===== src/rtl/hsi_pkg.sv =====
package hsi_pkg;
  typedef enum logic [1:0] {
    REG_CTRL = 2'd0,
    REG_CMD  = 2'd1,
    REG_STAT = 2'd2,
    REG_EN   = 2'd3
  } reg_addr_e;

  localparam int ROUTE_BIT = 0;
  localparam int REQ_BIT   = 0;
endpackage


===== src/rtl/hsi_rst_sync.sv =====
module hsi_rst_sync #(
  parameter int STAGES = 2
) (
  input  logic clk,
  input  logic rst_n,
  output logic srst_n
);
  logic [STAGES-1:0] sync_q;

  always_ff @(posedge clk or negedge rst_n) begin
    if (!rst_n) sync_q <= '0;
    else        sync_q <= {sync_q[STAGES-2:0], 1'b1};
  end

  assign srst_n = sync_q[STAGES-1];
endmodule


===== src/rtl/hsi_ctrl_regs.sv =====
module hsi_ctrl_regs
  import hsi_pkg::*;
#(
  parameter int NUM_EVT = 4,
  parameter int DATA_W  = 8,
  localparam int SW     = NUM_EVT + 1
) (
  input  logic              clk,
  input  logic              srst_n,
  input  logic              wr,
  input  logic [1:0]        addr,
  input  logic [DATA_W-1:0] wdata,
  output logic              route_q,
  output logic [SW-1:0]     en_q,
  output logic              master_q,
  output logic              own_req
);
  logic          route_d;
  logic [SW-1:0] en_d;
  logic          master_d;
  logic          ctrl_we;
  logic          en_we;
  logic          unused_wbits;

  assign ctrl_we      = wr && (addr == REG_CTRL);
  assign en_we        = wr && (addr == REG_EN);
  assign own_req      = wr && (addr == REG_CMD) && wdata[REQ_BIT];
  assign unused_wbits = ^wdata;

  always_comb begin
    route_d  = route_q;
    en_d     = en_q;
    master_d = master_q;
    if (ctrl_we) route_d = wdata[ROUTE_BIT];
    if (en_we) begin
      en_d     = wdata[SW-1:0];
      master_d = wdata[DATA_W-1];
    end
  end

  always_ff @(posedge clk or negedge srst_n) begin
    if (!srst_n) begin
      route_q  <= 1'b0;
      en_q     <= '0;
      master_q <= 1'b0;
    end else begin
      if (ctrl_we) route_q <= route_d;
      if (en_we) begin
        en_q     <= en_d;
        master_q <= master_d;
      end
    end
  end


  route_wr_chk: assert property (@(posedge clk) disable iff (!srst_n)
    $past(ctrl_we) |-> (route_q == $past(wdata[ROUTE_BIT])));
endmodule


===== src/rtl/hsi_status.sv =====
module hsi_status #(
  parameter int NUM_EVT = 4,
  localparam int SW     = NUM_EVT + 1
) (
  input  logic               clk,
  input  logic               srst_n,
  input  logic               clr_we,
  input  logic [SW-1:0]      clr_mask,
  input  logic [NUM_EVT-1:0] evt_in,
  input  logic               own_req,
  output logic [SW-1:0]      stat_q
);
  logic [SW-1:0] set_vec;
  logic [SW-1:0] stat_d;

  assign set_vec = {own_req, evt_in};

  for (genvar b = 0; b < SW; b++) begin : g_bit
    always_comb begin
      stat_d[b] = stat_q[b];
      if (clr_we && clr_mask[b]) stat_d[b] = 1'b0;
      if (set_vec[b])            stat_d[b] = 1'b1;
    end

    always_ff @(posedge clk or negedge srst_n) begin
      if (!srst_n) stat_q[b] <= 1'b0;
      else         stat_q[b] <= stat_d[b];
    end
  end


  own_req_sets_chk: assert property (@(posedge clk) disable iff (!srst_n)
    $past(own_req) |-> stat_q[NUM_EVT]);


  idle_hold_chk: assert property (@(posedge clk) disable iff (!srst_n)
    ($past(stat_q) == '0 && $past(set_vec) == '0) |-> (stat_q == '0));
endmodule


===== src/rtl/hsi_steer.sv =====
module hsi_steer #(
  parameter int NUM_EVT = 4,
  localparam int SW     = NUM_EVT + 1
) (
  input  logic          clk,
  input  logic          srst_n,
  input  logic [SW-1:0] stat_q,
  input  logic [SW-1:0] en_q,
  input  logic          master_q,
  input  logic          route_q,
  output logic          host_irq,
  output logic          smi_irq
);
  logic pending;

  always_comb begin
    pending  = master_q && (|(stat_q & en_q));
    host_irq = pending && !route_q;
    smi_irq  = pending && route_q;
  end


  excl_chk: assert property (@(posedge clk) disable iff (!srst_n)
    !(host_irq && smi_irq));


  smi_route_chk: assert property (@(posedge clk) disable iff (!srst_n)
    smi_irq |-> route_q);


  master_gate_chk: assert property (@(posedge clk) disable iff (!srst_n)
    (host_irq || smi_irq) |-> master_q);
endmodule


===== src/rtl/hsi_handoff_top.sv =====
module hsi_handoff_top
  import hsi_pkg::*;
#(
  parameter int NUM_EVT = 4,
  parameter int DATA_W  = 8
) (
  input  logic               clk,
  input  logic               rst_n,
  input  logic               bus_wr,
  input  logic [1:0]         bus_addr,
  input  logic [DATA_W-1:0]  bus_wdata,
  output logic [DATA_W-1:0]  bus_rdata,
  input  logic [NUM_EVT-1:0] evt_in,
  output logic               host_irq,
  output logic               smi_irq
);
  localparam int SW = NUM_EVT + 1;

  logic          srst_n;
  logic          route_q;
  logic [SW-1:0] en_q;
  logic          master_q;
  logic          own_req;
  logic [SW-1:0] stat_q;
  logic          stat_we;

  initial begin
    param_chk: assert (SW < DATA_W)
      else $error("status field overlaps master enable");
  end

  hsi_rst_sync #(.STAGES(2)) u_rst (
    .clk    (clk),
    .rst_n  (rst_n),
    .srst_n (srst_n)
  );

  hsi_ctrl_regs #(.NUM_EVT(NUM_EVT), .DATA_W(DATA_W)) u_ctrl (
    .clk      (clk),
    .srst_n   (srst_n),
    .wr       (bus_wr),
    .addr     (bus_addr),
    .wdata    (bus_wdata),
    .route_q  (route_q),
    .en_q     (en_q),
    .master_q (master_q),
    .own_req  (own_req)
  );

  assign stat_we = bus_wr && (bus_addr == REG_STAT);

  hsi_status #(.NUM_EVT(NUM_EVT)) u_stat (
    .clk      (clk),
    .srst_n   (srst_n),
    .clr_we   (stat_we),
    .clr_mask (bus_wdata[SW-1:0]),
    .evt_in   (evt_in),
    .own_req  (own_req),
    .stat_q   (stat_q)
  );

  hsi_steer #(.NUM_EVT(NUM_EVT)) u_steer (
    .clk      (clk),
    .srst_n   (srst_n),
    .stat_q   (stat_q),
    .en_q     (en_q),
    .master_q (master_q),
    .route_q  (route_q),
    .host_irq (host_irq),
    .smi_irq  (smi_irq)
  );

  always_comb begin
    bus_rdata = '0;
    unique case (bus_addr)
      REG_CTRL: bus_rdata[ROUTE_BIT] = route_q;
      REG_CMD:  bus_rdata = '0;
      REG_STAT: bus_rdata[SW-1:0] = stat_q;
      REG_EN: begin
        bus_rdata[SW-1:0]   = en_q;
        bus_rdata[DATA_W-1] = master_q;
      end
      default:  bus_rdata = '0;
    endcase
  end
endmodule


===== config.mk =====
export PLATFORM = sky130hd
export DESIGN_NAME = hsi_handoff_top
export DESIGN_NICKNAME = d
export VERILOG_FILES = /design/src/rtl/hsi_pkg.sv /design/src/rtl/hsi_rst_sync.sv /design/src/rtl/hsi_ctrl_regs.sv /design/src/rtl/hsi_status.sv /design/src/rtl/hsi_steer.sv /design/src/rtl/hsi_handoff_top.sv
export SDC_FILE = /design/constraint.sdc
export NUM_CORES = 1
export LEC_CHECK = 0
export BUFFER_PORTS_ARGS = -buffer_cell sky130_fd_sc_hd__buf_2
export CAP_MARGIN = 5
export CORE_MARGIN = 8
export CORE_UTILIZATION = 32
export DETAILED_ROUTE_END_ITERATION = 8
export GPL_ROUTABILITY_DRIVEN = 0
export HOLD_SLACK_MARGIN = 0.08
export SETUP_SLACK_MARGIN = 0.1
export SLEW_MARGIN = 5
export SYNTH_ARGS = -nofsm -noshare
export SYNTH_HDL_FRONTEND = slang
export SYNTH_HIERARCHICAL = 1
export SYNTH_SLANG_ARGS = --single-unit

===== constraint.sdc =====
create_clock -name clk -period 3.9 [get_ports clk]
set_input_delay 1.17 -clock clk [delete_from_list [all_inputs] [get_ports clk]]
set_output_delay 1.17 -clock clk [all_outputs]
set_load 0.02 [all_outputs]

==> load_flow_metrics.sql, run 1 <==
INSERT INTO impl_metrics (metric_group, metric, value, unit) VALUES
('worst_setup_path', 'rrSetupSlack', '3.10', 'ns'),
('grt', 'grt-ovfl-total', '0', ''),
('worst_setup_path', 'r2r_cells', '1', ''),
('floorplan', 'initial_utilization', '0.326', ''),
('worst_hold_path', 'hold_class', 'flop to async pin', ''),
('logic_synthesis', 'synth.top_cells.by_count', 'sky130_fd_sc_hd__dfrtp_1, sky130_fd_sc_hd__mux2_2, sky130_fd_sc_hd__nand2_1', ''),
('logic_synthesis', 'synth_largest_area_cell', 'sky130_fd_sc_hd__dfrtp_1', ''),
('logic_synthesis', 'synth.yosys.seq_area_share', '0.505', ''),
('timing', 'drv_slew', '0', ''),
('power', 'clockPowerShare', '0.281', ''),
('clock_tree', 'clockBufferDepth', '2', ''),
('timing', 'unrepaired_setup_endpoints_after_global_routing', 'false', ''),
('logic_synthesis', 'netlist_area_pre_place', '694', 'sq um'),
('worst_setup_path', 'slowest_cell_on_the_critical_path', 'sky130_fd_sc_hd__mux2_4', ''),
('clock_tree', 'cts_inserted_buffers', '3', ''),
('timing', 'setup_total_negative_slack', '0', 'ns'),
('routing', 'postRouteAntennaNets', '0', ''),
('grt', 'groute.usage.overall', '0.0779', ''),
('power', 'combinationalPowerShare', '0.223', ''),
('routing', 'num_vias', '500', ''),
('worst_setup_path', 'critPathArrivalTime', '2.10', 'ns'),
('logic_synthesis', 'synth-main-ff-cell', 'sky130_fd_sc_hd__dfrtp_1', ''),
('timing', 'finalClockSkew', '0.00361', 'ns'),
('worst_setup_path', 'crit-reg2reg-capture', 'u_ctrl/master_q', ''),
('power', 'leakage', '0.000411', 'uW'),
('power', 'p_seq_frac', '0.496', ''),
('power', 'pwr_density_cell', '424', 'nW/um^2'),
('final_layout', 'drive_above_1_share', '0.451', ''),
('worst_setup_path', 'endpoint_kind', 'output pin', ''),
('run', 'cap_violations', '0', ''),
('clock_tree', 'cts_root_buf', 'sky130_fd_sc_hd__clkbuf_4', ''),
('floorplan', 'placementRows', '17', ''),
('floorplan', 'die_h', '62.6', 'um'),
('grt', 'grt_pass1_wl', '2570', 'um'),
('worst_setup_path', 'cp.buffers_inverters', '2', ''),
('floorplan', 'chipWidth', '62.6', 'um'),
('logic_synthesis', 'synth_most_common_cell', 'sky130_fd_sc_hd__dfrtp_1', ''),
('timing', 'finalHoldViolations', '0', ''),
('logic_synthesis', 'netlist_instances', '58', ''),
('final_layout', 'antennaDiodeCount', '0', ''),
('power', 'worst_ir_drop_vdd', '0.164', 'mV'),
('placed_design', 'io_buffer_count', '22', ''),
('grt', 'grt_start_max_net_pins', '13', ''),
('worst_setup_path', 'critical-path-top-cell-by-count', 'sky130_fd_sc_hd__buf_2', ''),
('floorplan', 'floorplan.core_area', '2130', 'sq um'),
('routing', 'drt-initial-drc-count', '16', ''),
('clock_tree', 'postCtsSetupBuffers', '0', ''),
('logic_synthesis', 'synth.top_cell.area_share', '0.505', ''),
('worst_setup_path', 'r2r_startpoint', 'u_ctrl/master_q', ''),
('logic_synthesis', 'number_of_enable_type_register_cells_in_the_synthesized_netlist', '0', ''),
('logic_synthesis', 'asyncSetResetFlopFracSynth', '1.00', ''),
('worst_setup_path', 'cpLargestDelayFamily', 'buffers and inverters', ''),
('worst_setup_path', 'max_fanout_on_critical_path', '11', ''),
('routing', 'vias_per_cell', '4.55', ''),
('floorplan', 'ioPinCount', '27', ''),
('placed_design', 'post-dp-hpwl', '1150', 'um'),
('clock_tree', 'tritoncts', 'done', ''),
('timing', 'maxClockFrequency', '306', 'MHz'),
('worst_setup_path', 'slowest_delay', '0.32', 'ns'),
('clock_tree', 'clk_transition_reported_paths', '0.09', 'ns'),
('routing', 'finalWirelength', '1430', 'um'),
('logic_synthesis', 'synth.lib_cells_used.distinct', '21', ''),
('timing', 'setup-violations-final', '0', ''),
('power', 'p_switching', '102', 'uW'),
('routing', 'wl_per_cell', '13.0', 'um'),
('logic_synthesis', 'syn-mean-instance-area', '12.0', 'sq um'),
('power', 'swShare', '0.282', ''),
('worst_setup_path', 'required_time_worst_endpoint', '2.73', 'ns'),
('timing', 'min_period_over_period', '0.838', ''),
('status', 'outcome', 'completed', ''),
('logic_synthesis', 'synthesis.yosys.warnings', '6', '');
[cell usage in the layout, fill, tap and decap left out, types with 2 or more instances in the layout]
cell type | Yosys | final
sky130_fd_sc_hd__nor2b_1 | 4 | 4
sky130_fd_sc_hd__mux2i_1 | 4 | 4
sky130_fd_sc_hd__nand2_1 | 6 | 6
sky130_fd_sc_hd__a21o_1 | 5 | 5
sky130_fd_sc_hd__mux2_2 | 7 | 7
sky130_fd_sc_hd__buf_2 | 0 | 22
sky130_fd_sc_hd__clkbuf_4 | 0 | 3
sky130_fd_sc_hd__conb_1 | 2 | 3
sky130_fd_sc_hd__a21oi_1 | 2 | 2
sky130_fd_sc_hd__dfrtp_1 | 14 | 14
[area by class of cell]
| cell class | count | area (sq um) | share of cell area |
|---|---|---|---|
| Sequential cell | 14 | 350 | 0.411 |
| Timing Repair Buffer | 22 | 110 | 0.129 |
| Tap cell | 28 | 35.0 | 0.0411 |
| Multi-Input combinational cell | 42 | 322 | 0.377 |
| Clock buffer | 4 | 36.3 | 0.0425 |
[sequential cells by signal, indices dropped and copies added, names as in the netlist]
signal and cells:
u_rst/sync_q 2, u_ctrl/route_q 1, u_ctrl/en_q 5, u_ctrl/master_q 1, u_stat/stat_q 5
[power groups by stage]
stage / sequential [uW] / combinational, uW / clock [uW]
after floorplan: 178 / 58.8 / 0
after global placement: 182 / 80.1 / 0
after detailed placement: 183 / 82.0 / 0
after CTS: 180 / 82.0 / 106
after global routing: 183 / 89.2 / 112
final: 180 / 80.7 / 102
[how the worst max path moves through the flow]
stage / from / endpoint / slack, ns / cells past startpoint
after detailed placement: bus_addr[0] / bus_rdata[0] / 0.63 / 4
after floorplan: bus_addr[0] / bus_rdata[0] / 0.86 / 3
after CTS: bus_addr[0] / bus_rdata[0] / 0.63 / 4
after global placement: bus_addr[0] / bus_rdata[0] / 0.64 / 4
final: bus_addr[0] / bus_rdata[0] / 0.63 / 4
after global routing: bus_addr[0] / bus_rdata[0] / 0.58 / 4
[metrics by stage]
stage | util | total power, uW | cell area (sq um) | worst slack [ns] | std cells
after global routing | 0.401 | 384 | 853 | 0.584 | 110
final | 0.401 | 362 | 853 | 0.631 | 110
after global placement | 0.384 | 262 | 817 | 0.637 | 106
after floorplan | - | 237 | 698 | 0.861 | 59
after CTS | 0.401 | 367 | 853 | 0.632 | 110
after detailed placement | 0.384 | 265 | 817 | 0.632 | 106
[logic make-up (layout without fill, tap and decap cells)]
logic type | Yosys count | count (layout) | synth area share
compound gates | 10 | 10 | 0.106
buf+inv | 3 | 26 | 0.0378
flops | 14 | 14 | 0.505
mux | 12 | 12 | 0.193
other cells | 2 | 3 | 0.0108
simple gates | 17 | 17 | 0.148
[layer usage]
layer	global-route usage	wire [um]	part of all wire	vias to the layer above
li1	-	-	-	250
met1	0.0931	658	0.46	234
met5	0	0	0	-
met3	0.0323	107	0.075	2
met2	0.119	657	0.46	14
met4	0.0342	8	0.0056	0
Note: power is estimated with default switching activity, not from simulation.
==> inputs of run 2 (changes only) <==
--- a/config.mk
+++ b/config.mk
@@ -5,6 +5,7 @@
 export SDC_FILE = /design/constraint.sdc
 export NUM_CORES = 1
 export LEC_CHECK = 0
+export ABC_AREA = 1
 export BUFFER_PORTS_ARGS = -buffer_cell sky130_fd_sc_hd__buf_2
 export CAP_MARGIN = 5
 export CORE_MARGIN = 8
==> constraint.sdc (replaced) <==
create_clock -name clk -period 2.66 [get_ports clk]
set_input_delay 0.798 -clock clk [delete_from_list [all_inputs] [get_ports clk]]
set_output_delay 0.798 -clock clk [all_outputs]
set_load 0.02 [all_outputs]
==> run 2 against run 1 <==
- register-to-register slack lost 1.1 ns
- synthesized cell count increased by 79%
- utilization is 2.0 points lower
- clock power is 19% higher
- clock skew is 0.0032 ns lower
- sequential power up 43%
- die area grew 11%
- global-route usage rose by 1.0 points
- wire length rose by 25%
- critical endpoint is now bus_rdata[4]
==> load_flow_metrics.sql, run 2 <==
INSERT INTO impl_metrics (metric_group, metric, value, unit) VALUES
('worst_setup_path', 'endpoint_kind', 'output pin', ''),
('status', 'outcome', 'completed', ''),
('worst_setup_path', 'cp-start-kind', 'input pin', ''),
('timing', 'min_period_over_period', '0.918', ''),
('worst_setup_path', 'crit_chain', 'buf_2 > inv_1 > nor2_4 > nand2_1 > nand2_1 > buf_2', ''),
('worst_setup_path', 'cpLargestDelayFamily', 'buffers and inverters', ''),
('logic_synthesis', 'synth.yosys.seq_area_share', '0.442', ''),
('final_layout', 'layout.cells.most_common', 'sky130_fd_sc_hd__nand2_1', ''),
('final_layout', 'drive_above_1_share', '0.272', ''),
('timing', 'finalHoldViolations', '0', ''),
('timing', 'finalClockSkew', '0.000433', 'ns'),
('power', 'worst_ir_drop_vdd', '0.273', 'mV'),
('grt', 'first_global_vias', '698', ''),
('power', 'leakage', '0.000521', 'uW'),
('clock_tree', 'clk_transition_reported_paths', '0.08', 'ns'),
('logic_synthesis', 'share_of_the_synthesized_area_in_compound_gates_ao_oa_aoi_oai', '0.0142', ''),
('worst_hold_path', 'hold_class', 'flop to async pin', ''),
('clock_tree', 'postCtsSetupBuffers', '0', ''),
('routing', 'drt-initial-drc-count', '44', ''),
('worst_setup_path', 'critPathArrivalTime', '1.64', 'ns'),
('logic_synthesis', 'netlist_instances', '104', ''),
('floorplan', 'die_h', '65.8', 'um'),
('logic_synthesis', 'synth_top_family_by_area', 'simple AND/OR/NAND/NOR gates', ''),
('floorplan', 'placementRows', '18', ''),
('timing', 'maxClockFrequency', '410', 'MHz'),
('logic_synthesis', 'synth_most_common_cell', 'sky130_fd_sc_hd__nand2_1', ''),
('logic_synthesis', 'fraction_of_the_mapped_netlist_area_in_simple_logic_gates', '0.421', ''),
('logic_synthesis', 'post_synthesis_share_of_cell_area_spent_on_full_adders_half_adders_and_majority_gates', '0', ''),
('floorplan', 'floorplan.die_area', '4330', 'sq um'),
('logic_synthesis', 'postSynthRegisterBits', '14', ''),
('final_layout', 'antennaDiodeCount', '0', ''),
('timing', 'setup-violations-final', '0', ''),
('placed_design', 'post-dp-hpwl', '1370', 'um'),
('grt', 'groute.usage.overall', '0.0881', ''),
('clock_tree', 'cts_max_level', '1', ''),
('routing', 'vias_per_cell', '4.62', ''),
('final_layout', 'largest_registers', 'u_ctrl/en_q x5, u_stat/stat_q x5, u_rst/sync_q x2', ''),
('clock_tree', 'cts_sink_cnt', '14', ''),
('timing', 'period_needed', '2.44', 'ns'),
('power', 'pwr_density_cell', '540', 'nW/um^2'),
('clock_tree', 'count_of_hold_fix_buffers_inserted_at_cts', '0', ''),
('worst_setup_path', 'slowest_cell_on_the_critical_path', 'sky130_fd_sc_hd__buf_2', ''),
('logic_synthesis', 'share_of_cell_area_taken_by_muxes_after_synthesis', '0', ''),
('worst_setup_path', 'r2r_cells', '2', ''),
('routing', 'num_vias', '716', ''),
('floorplan', 'ioPinCount', '27', ''),
('routing', 'detail_route.first_pass.iterations', '4', ''),
('final_layout', 'design_area', '918', 'sq um'),
('logic_synthesis', 'synth-main-ff-cell', 'sky130_fd_sc_hd__dfrtp_1', ''),
('routing', 'drcViolationCount', '0', ''),
('worst_setup_path', 'max_fanout_on_critical_path', '15', ''),
('routing', 'postRouteAntennaNets', '0', ''),
('logic_synthesis', 'synth.top_cells.by_area', 'sky130_fd_sc_hd__dfrtp_1, sky130_fd_sc_hd__nand2_1, sky130_fd_sc_hd__inv_1', ''),
('floorplan', 'floorplan.core_area', '2410', 'sq um'),
('timing', 'max_slew_margin', '0.654', ''),
('logic_synthesis', 'asyncSetResetFlopFracSynth', '1.00', ''),
('worst_setup_path', 'crit_type', 'input pin to output pin', ''),
('routing', 'wl_per_cell', '11.5', 'um'),
('worst_setup_path', 'rrSetupSlack', '2.02', 'ns'),
('run', 'cap_violations', '0', ''),
('logic_synthesis', 'synth_largest_area_cell', 'sky130_fd_sc_hd__dfrtp_1', ''),
('logic_synthesis', 'netlist_area_pre_place', '793', 'sq um'),
('floorplan', 'initial_utilization', '0.329', ''),
('clock_tree', 'ctsResizeCount', '0', ''),
('timing', 'drv_slew', '0', ''),
('logic_synthesis', 'synth.top_cells.by_count', 'sky130_fd_sc_hd__nand2_1, sky130_fd_sc_hd__dfrtp_1, sky130_fd_sc_hd__inv_1', ''),
('logic_synthesis', 'synth.top_cell.area_share', '0.442', ''),
('worst_setup_path', 'slowest_delay', '0.30', 'ns'),
('clock_tree', 'cts_inserted_buffers', '3', ''),
('grt', 'grt_antenna_before_repair', '0', ''),
('timing', 'transition_time_at_the_pin_with_the_least_slew_margin', '0.518', 'ns'),
('timing', 'setup_total_negative_slack', '0', 'ns'),
('final_layout', 'fin_nets', '144', ''),
('final_layout', 'layout.filler_cells', '252', ''),
('worst_setup_path', 'cp.buffers_inverters', '3', ''),
('grt', 'grt_start_max_net_pins', '16', ''),
('logic_synthesis', 'syn-mean-instance-area', '7.63', 'sq um'),
('final_layout', 'area_delta_synth_final', '15.8', '%'),
('clock_tree', 'clk_latency', '0.28', 'ns'),
('grt', 'grt-ovfl-total', '0', ''),
('floorplan', 'chipWidth', '65.8', 'um'),
('final_layout', 'leading_cell_types_in_the_layout_fill_and_taps_excluded', 'sky130_fd_sc_hd__nand2_1, sky130_fd_sc_hd__buf_2, sky130_fd_sc_hd__dfrtp_1', ''),
('clock_tree', 'clockBufferDepth', '2', ''),
('timing', 'unrepaired_setup_endpoints_after_global_routing', 'false', ''),
('clock_tree', 'cts_root_buf', 'sky130_fd_sc_hd__clkbuf_4', ''),
('placed_design', 'io_buffer_count', '22', ''),
('placed_design', 'dpl-instance-area', '896', 'sq um'),
('routing', 'finalWirelength', '1780', 'um'),
('grt', 'grt_pass1_wl', '3020', 'um'),
('logic_synthesis', 'synth.lib_cells_used.distinct', '16', ''),
('logic_synthesis', 'synth-xor-area-share', '0', ''),
('logic_synthesis', 'synthesis.yosys.warnings', '6', ''),
('clock_tree', 'tritoncts', 'done', ''),
('logic_synthesis', 'number_of_enable_type_register_cells_in_the_synthesized_netlist', '0', ''),
('worst_setup_path', 'crit-reg2reg-capture', 'u_ctrl/en_q[1]', ''),
('worst_setup_path', 'required_time_worst_endpoint', '1.86', 'ns'),
('power', 'overall_power_consumption', '496', 'uW'),
('timing', 'worst_hold_slack', '0.215', 'ns'),
('worst_setup_path', 'r2r_startpoint', 'u_ctrl/en_q[1]', '');
==> run 2: kinds of logic (layout without fill, tap and decap cells) <==
logic type / Yosys count / in the layout
buffers and inverters: 16 / 36
AND/OR/NAND/NOR: 71 / 71
flip-flops: 14 / 14
other: 2 / 3
AO/OA/AOI/OAI: 1 / 1
==> run 2: through the flow <==
stage / util / std cells / worst slack [ns]
floorplan: - / 105 / 0.725
global placement: 0.372 / 152 / 0.223
detailed placement: 0.372 / 152 / 0.218
CTS: 0.381 / 155 / 0.216
global route: 0.381 / 155 / 0.143
finish: 0.381 / 155 / 0.219
==> run 2: layout make-up <==
class	instances	area, sq um	share of cell area
multi-input cells	75	357	0.388
flip-flops and latches	14	350	0.381
repair buffers	22	110	0.120
inverters	11	41.3	0.0450
well taps	30	37.5	0.0409
clock buffers	3	22.5	0.0245
==> run 2: power breakdown <==
group	switching, uW	internal, uW	total [uW]
Combinational	74.0	43.4	117
Clock	68.3	52.6	121
Sequential	21.9	236	258
Total	164	332	496
==> run 2: worst max-delay path by stage <==
| stage | slack [ns] | start | cells past startpoint | endpoint |
|---|---|---|---|---|
| after floorplan | 0.73 | bus_addr[1] | 4 | bus_rdata[1] |
| after CTS | 0.22 | bus_addr[1] | 6 | bus_rdata[4] |
| after detailed placement | 0.22 | bus_addr[1] | 6 | bus_rdata[4] |
| after global placement | 0.22 | bus_addr[1] | 6 | bus_rdata[4] |
| final | 0.22 | bus_addr[1] | 6 | bus_rdata[4] |
| after global routing | 0.14 | bus_addr[1] | 6 | bus_rdata[1] |
==> run 2: routing by layer <==
metal  global-route usage  vias to the layer above  part of all wire
met2                0.144                       19              0.49
met5                    0                        -                 0
met3               0.0237                        4             0.064
met4               0.0490                        0             0.018
li1                     -                      358                 -
met1                0.102                      335              0.43
